==> src/rtl/slot_csr_pkg.sv <==
package slot_csr_pkg;

    localparam int REG_W     = 32;
    localparam int NUM_EV    = 5;
    localparam int NUM_SMASK = 2;
    localparam int NUM_FLD   = 3;
    localparam int FLD_W     = 2;
    localparam int PRS_W     = 2;
    localparam int PCIX_W    = 3;

    localparam int EV_LSB    = 16;
    localparam int IMASK_LSB = 24;
    localparam int SMASK_LSB = IMASK_LSB + NUM_EV;

    // event indices, bit order is decoded by software
    localparam int EV_PRS = 0;
    localparam int EV_IPF = 1;
    localparam int EV_BTN = 2;
    localparam int EV_LAT = 3;
    localparam int EV_CPF = 4;

    // command field indices
    localparam int FLD_STATE = 0;
    localparam int FLD_PWR   = 1;
    localparam int FLD_ATTN  = 2;

    typedef enum logic [FLD_W-1:0] {
        CODE_KEEP = 2'd0,
        CODE_ONE  = 2'd1,
        CODE_TWO  = 2'd2,
        CODE_OFF  = 2'd3
    } fld_code_t;

    localparam logic [FLD_W-1:0] ST_ENABLED = CODE_TWO;

    typedef struct packed {
        logic [PCIX_W-1:0] pcix;
        logic [PRS_W-1:0]  presence;
        logic              cap66;
        logic              latch_open;
        logic              button;
        logic              fault_n;
    } sense_t;

    typedef struct packed {
        logic [PRS_W-1:0] presence;
        logic             latch_open;
        logic             button;
        logic             fault_n;
    } track_t;

    function automatic logic serr_src(input logic [NUM_EV-1:0] ev,
                                      input logic [NUM_SMASK-1:0] sm);
        return (ev[EV_LAT] & ~sm[0]) | (ev[EV_CPF] & ~sm[1]);
    endfunction

endpackage

==> src/rtl/slot_sense_edge.sv <==
module slot_sense_edge
    import slot_csr_pkg::*;
(
    input  logic              clk,
    input  logic              rst,
    input  sense_t            sense_i,
    input  logic              slot_enabled,
    output sense_t            sense_q,
    output logic [NUM_EV-1:0] ev_set
);

    track_t prev_q;
    track_t cur;
    logic   fault_fall;

    assign cur = '{presence:   sense_q.presence,
                   latch_open: sense_q.latch_open,
                   button:     sense_q.button,
                   fault_n:    sense_q.fault_n};

    always_ff @(posedge clk) begin
        sense_q <= sense_i;
        if (rst) begin
            prev_q <= '{presence:   sense_i.presence,
                        latch_open: sense_i.latch_open,
                        button:     sense_i.button,
                        fault_n:    sense_i.fault_n};
        end else begin
            prev_q <= cur;
        end
    end

    assign fault_fall = prev_q.fault_n & ~cur.fault_n;

    always_comb begin
        ev_set         = '0;
        ev_set[EV_PRS] = (prev_q.presence != cur.presence);
        ev_set[EV_BTN] = cur.button & ~prev_q.button;
        ev_set[EV_LAT] = cur.latch_open ^ prev_q.latch_open;
        ev_set[EV_IPF] = fault_fall & ~slot_enabled;
        ev_set[EV_CPF] = fault_fall & slot_enabled;
    end

endmodule

==> src/rtl/slot_ctl_state.sv <==
module slot_ctl_state
    import slot_csr_pkg::*;
(
    input  logic                           clk,
    input  logic                           rst,
    input  logic                           upd_en,
    input  logic [NUM_FLD-1:0][FLD_W-1:0]  upd_fld,
    output logic [NUM_FLD-1:0][FLD_W-1:0]  fld_q
);

    for (genvar f = 0; f < NUM_FLD; f++) begin : g_fld
        always_ff @(posedge clk) begin
            if (rst) begin
                fld_q[f] <= CODE_OFF;
            end else if (upd_en && (upd_fld[f] != CODE_KEEP)) begin
                fld_q[f] <= upd_fld[f];
            end
        end
    end

endmodule

==> src/rtl/slot_event_bank.sv <==
module slot_event_bank
    import slot_csr_pkg::*;
(
    input  logic                 clk,
    input  logic                 rst,
    input  logic [NUM_EV-1:0]    ev_set,
    input  logic                 wr_en,
    input  logic [NUM_EV-1:0]    clr_bits,
    input  logic [NUM_EV-1:0]    imask_wr,
    input  logic [NUM_SMASK-1:0] smask_wr,
    output logic [NUM_EV-1:0]    ev_q,
    output logic [NUM_EV-1:0]    imask_q,
    output logic [NUM_SMASK-1:0] smask_q,
    output logic                 int_pend,
    output logic                 serr_pend
);

    for (genvar e = 0; e < NUM_EV; e++) begin : g_ev
        always_ff @(posedge clk) begin
            if (rst) begin
                ev_q[e]    <= 1'b0;
                imask_q[e] <= 1'b1;
            end else begin
                if (ev_set[e]) begin
                    ev_q[e] <= 1'b1;
                end else if (wr_en && clr_bits[e]) begin
                    ev_q[e] <= 1'b0;
                end
                if (wr_en) begin
                    imask_q[e] <= imask_wr[e];
                end
            end
        end
    end

    for (genvar s = 0; s < NUM_SMASK; s++) begin : g_sm
        always_ff @(posedge clk) begin
            if (rst) begin
                smask_q[s] <= 1'b1;
            end else if (wr_en) begin
                smask_q[s] <= smask_wr[s];
            end
        end
    end

    assign int_pend  = |(ev_q & ~imask_q);
    assign serr_pend = serr_src(ev_q, smask_q);

endmodule

==> src/rtl/slot_csr.sv <==
module slot_csr
    import slot_csr_pkg::*;
(
    input  logic              clk,
    input  logic              rst,
    input  logic              wr_en,
    input  logic [REG_W-1:0]  wr_data,
    output logic [REG_W-1:0]  rd_data,
    input  logic              upd_en,
    input  logic [FLD_W-1:0]  upd_state,
    input  logic [FLD_W-1:0]  upd_pwr_ind,
    input  logic [FLD_W-1:0]  upd_attn_ind,
    input  logic              fault_n,
    input  logic              button,
    input  logic              latch_open,
    input  logic              cap66,
    input  logic [PRS_W-1:0]  presence,
    input  logic [PCIX_W-1:0] pcix_cap,
    output logic              int_pend,
    output logic              serr_pend
);

    sense_t                          sense_in;
    sense_t                          sense_q;
    logic [NUM_EV-1:0]               ev_set;
    logic [NUM_EV-1:0]               ev_q;
    logic [NUM_EV-1:0]               imask_q;
    logic [NUM_SMASK-1:0]            smask_q;
    logic [NUM_FLD-1:0][FLD_W-1:0]   upd_fld;
    logic [NUM_FLD-1:0][FLD_W-1:0]   fld_q;
    logic                            slot_enabled;
    logic                            wr_unused;

    assign sense_in = '{pcix:       pcix_cap,
                        presence:   presence,
                        cap66:      cap66,
                        latch_open: latch_open,
                        button:     button,
                        fault_n:    fault_n};

    always_comb begin
        upd_fld            = '0;
        upd_fld[FLD_STATE] = upd_state;
        upd_fld[FLD_PWR]   = upd_pwr_ind;
        upd_fld[FLD_ATTN]  = upd_attn_ind;
    end

    assign slot_enabled = (fld_q[FLD_STATE] == ST_ENABLED);

    slot_ctl_state u_state (
        .clk     (clk),
        .rst     (rst),
        .upd_en  (upd_en),
        .upd_fld (upd_fld),
        .fld_q   (fld_q)
    );

    slot_sense_edge u_sense (
        .clk          (clk),
        .rst          (rst),
        .sense_i      (sense_in),
        .slot_enabled (slot_enabled),
        .sense_q      (sense_q),
        .ev_set       (ev_set)
    );

    slot_event_bank u_events (
        .clk       (clk),
        .rst       (rst),
        .ev_set    (ev_set),
        .wr_en     (wr_en),
        .clr_bits  (wr_data[EV_LSB +: NUM_EV]),
        .imask_wr  (wr_data[IMASK_LSB +: NUM_EV]),
        .smask_wr  (wr_data[SMASK_LSB +: NUM_SMASK]),
        .ev_q      (ev_q),
        .imask_q   (imask_q),
        .smask_q   (smask_q),
        .int_pend  (int_pend),
        .serr_pend (serr_pend)
    );

    // write bits with no storage behind them
    assign wr_unused = ^{wr_data[EV_LSB-1:0],
                         wr_data[IMASK_LSB-1:EV_LSB+NUM_EV],
                         wr_data[REG_W-1:SMASK_LSB+NUM_SMASK]};

    always_comb begin
        rd_data                              = '0;
        rd_data[1:0]                         = fld_q[FLD_STATE];
        rd_data[3:2]                         = fld_q[FLD_PWR];
        rd_data[5:4]                         = fld_q[FLD_ATTN];
        rd_data[6]                           = sense_q.fault_n;
        rd_data[7]                           = sense_q.button;
        rd_data[8]                           = sense_q.latch_open;
        rd_data[9]                           = sense_q.cap66;
        rd_data[11:10]                       = sense_q.presence;
        rd_data[14:12]                       = sense_q.pcix;
        rd_data[EV_LSB +: NUM_EV]            = ev_q;
        rd_data[IMASK_LSB +: NUM_EV]         = imask_q;
        rd_data[SMASK_LSB +: NUM_SMASK]      = smask_q;
    end

endmodule

==> config.mk <==
export PLATFORM = sky130hd
export DESIGN_NAME = slot_csr
export DESIGN_NICKNAME = d
export VERILOG_FILES = /design/src/rtl/slot_csr_pkg.sv /design/src/rtl/slot_sense_edge.sv /design/src/rtl/slot_ctl_state.sv /design/src/rtl/slot_event_bank.sv /design/src/rtl/slot_csr.sv
export SDC_FILE = /design/constraint.sdc
export NUM_CORES = 1
export LEC_CHECK = 0
export CORE_UTILIZATION = 35
export CTS_CLUSTER_SIZE = 8
export DETAILED_ROUTE_END_ITERATION = 10
export GPL_TIMING_DRIVEN = 1
export MAX_ROUTING_LAYER = met4
export PLACE_DENSITY = 0.88
export SYNTH_ARGS = -nofsm -noshare
export SYNTH_HDL_FRONTEND = slang
export SYNTH_SLANG_ARGS = --single-unit
export TNS_END_PERCENT = 100
==> constraint.sdc <==
create_clock -name clk -period 2.2 [get_ports clk]
set_input_delay 0.66 -clock clk [delete_from_list [all_inputs] [get_ports clk]]
set_output_delay 0.66 -clock clk [all_outputs]
set_load 0.005 [all_outputs]
==> out/qor.yml <==
outcome:
  status: "finished, final reports clean"
final_layout:
  nFillCells: 275
  mostFrequentLayoutCells: "clkdlybuf4s50_1, dfxtp_1, nand2_1, inv_1, nand3_1"
  nets: 228
  stdcell_count: 221
  drive_gt1_share_pct: 7.91
  antenna_cells: 0
  multi_input_area_um2: 378
  final_common_cell: "clkdlybuf4s50_1"
  seq_area_um2: 641
  syn2layout_area_growth_pct: 60.0
floorplan:
  start_util_pct: 36.4
  fp.dieW_um: 58.1
  dieArea_um2: 3380
  core-area_um2: 3030
  die_h_um: 58.1
  fp-row-count: 20
  top_level_ports: 85
power_and_ir_drop:
  leakage_nw: 0.779
  powerDensity_nw_per_um2: 641
  ir_drop_v: 0.000399
logic_synthesis:
  synth_edf_count: 0
  async_flop_share_pct: 0
  syn_inst: 112
  mappedNetlistArea_um2: 1100
  netlist-cell-type-count: 23
  synth.avg_cell_area_um2: 9.84
  synth_top_flop_cell: "dfxtp_1"
  yosysSeqAreaShare_pct: 58.1
  ys_seq_elements: 32
  yosysWarningCount: 0
setup_path:
  arrival_ns: 1.39
  cp-end-kind: "primary output"
  critPathKind: "reg2out"
  worst_ep_required_time_ns: 1.54
  path_max_fanout: 2
  startpoint_type: "register"
route:
  num_vias: 975
  first_iter_violations: 25
  antenna_left: 0
  drt_wl_total_um: 2310
  drt-wirelength-per-cell_um: 10.4
  first_pass_iters: 4
  avgViaCountPerCell: 4.41
  drc: 0
cts:
  postCtsHoldBufs: 0
  clock-sinks: 32
  cts.reportedPaths.clkPinSlew_ns: 0.09
  cts_made_buffers: 5
  htreeDepth: 2
  root_buffer: "clkbuf_4"
  clock_latency_ns: 0.32
  clock_path_buffers: 2
  postCtsSetupBuffers: 0
  tritoncts: "done"
timing:
  min_period_over_period_pct: 93.2
  report.final.slew_viol_count: 0
  fin_worst_skew_ns: 0.00773
  hold_slack_ns: 0.474
  rsz0062_at_grt: "no"
  setup_tns_ns: 0
  setup_ws_ns: 0.150
  finalCriticalPeriod_ns: 2.05
  final-setup-viol-count: 0
  max_freq_ghz: 0.488
  hold_violations: 0
worst_hold_path:
  worstHoldPathType: "reg2reg"
grt:
  antenna_found_initial: 0
  grt_use_total_pct: 15.0
  grt_max_degree: 16
  grt_pass1_wl_um: 3600
  gr-total-overflow: 0
  grt_pass1_vias: 846
placed_design:
  routabilityCongestion: 0.737
  pre_cts_slack_ns: 0.142
  dp_hpwl_um: 1780
  dp_cells: 214
  port_buffers: 59
job:
  maxCapViolCount: 0
## critical path: stages (launching register included)
cell and delay (ns):
dfxtp_1 0.34, inv_1 0.06, a222oi_1 0.36, o221ai_1 0.17, clkbuf_2 0.14
## area by class of cell
cell class,instances,area share [%]
flip-flops and latches,32,36.3
repair buffers,62,34.6
multi-input cells,67,21.4
well taps,44,3.12
clock buffers,6,2.34
inverters,9,1.91
clock inverters,1,0.284
## path summary, 6_finish.rpt
kind | start | endpoint | slack (ns) | depth (start not counted)
setup / recovery | u_events.imask_q[3] | int_pend | 0.15 | 4
hold reg to reg | u_state.fld_q[5] | u_state.fld_q[5] | 0.47 | 2
hold / removal | u_state.fld_q[5] | u_state.fld_q[5] | 0.47 | 2
setup reg to reg | u_sense.prev_q[0] | u_events.ev_q[4] | 1.29 | 3
## cell usage after synthesis, drive strengths merged (2+ instances only)
cell    number  area share (%)
dfxtp       32              58
o211ai       3             2.0
a21oi        5             2.3
nor2         4             1.4
xor2         2             1.6
buf          8             5.9
mux2         4             4.1
inv          9             3.1
nand3        6             2.7
mux2i        4             3.6
nand2       25             8.5
## state kept, by name (all words and copies together), names as in the netlist
signal / count
u_sense.prev_q: 5
u_events.imask_q: 5
u_events.ev_q: 5
u_sense.sense_q: 9
u_events.smask_q: 2
u_state.fld_q: 6
## where the power goes
| part | internal, W | total [W] | switching, W |
|---|---|---|---|
| sequential | 0.000617 | 0.000639 | 0.0000219 |
| combinational | 0.000131 | 0.000194 | 0.0000630 |
| clock | 0.000117 | 0.000298 | 0.000180 |
## logic make-up after synthesis
family	count (synthesis)	synth area share, %
buf+inv	17	8.97
simple gates	38	14.6
other cells	1	0.340
xor+xnor	3	2.38
flops	32	58.1
compound gates	13	7.83
mux	8	7.72
## timing repair
action                     in CTS  in global routing
setup endpoints to repair       1                  2
pin swaps                       1                  1
gates resized for setup         2                  2
## per-layer routing
layer	wire length, µm	track usage (%)	share of wire (%)
met4	38	7.14	1.6
met3	173	6.25	7.5
met1	984	16.3	43
met5	0	-	0
met2	1110	23.8	48
## stage by stage
stage | total power, W | cell area, µm² | util [%]
floorplan | 0.000722 | 1120 | -
global placement | 0.000846 | 1720 | 56.8
detailed placement | 0.000850 | 1720 | 56.8
CTS | 0.00115 | 1770 | 58.3
global route | 0.00119 | 1760 | 58.3
finish | 0.00113 | 1760 | 58.3
(Power assumes the default switching activity.)
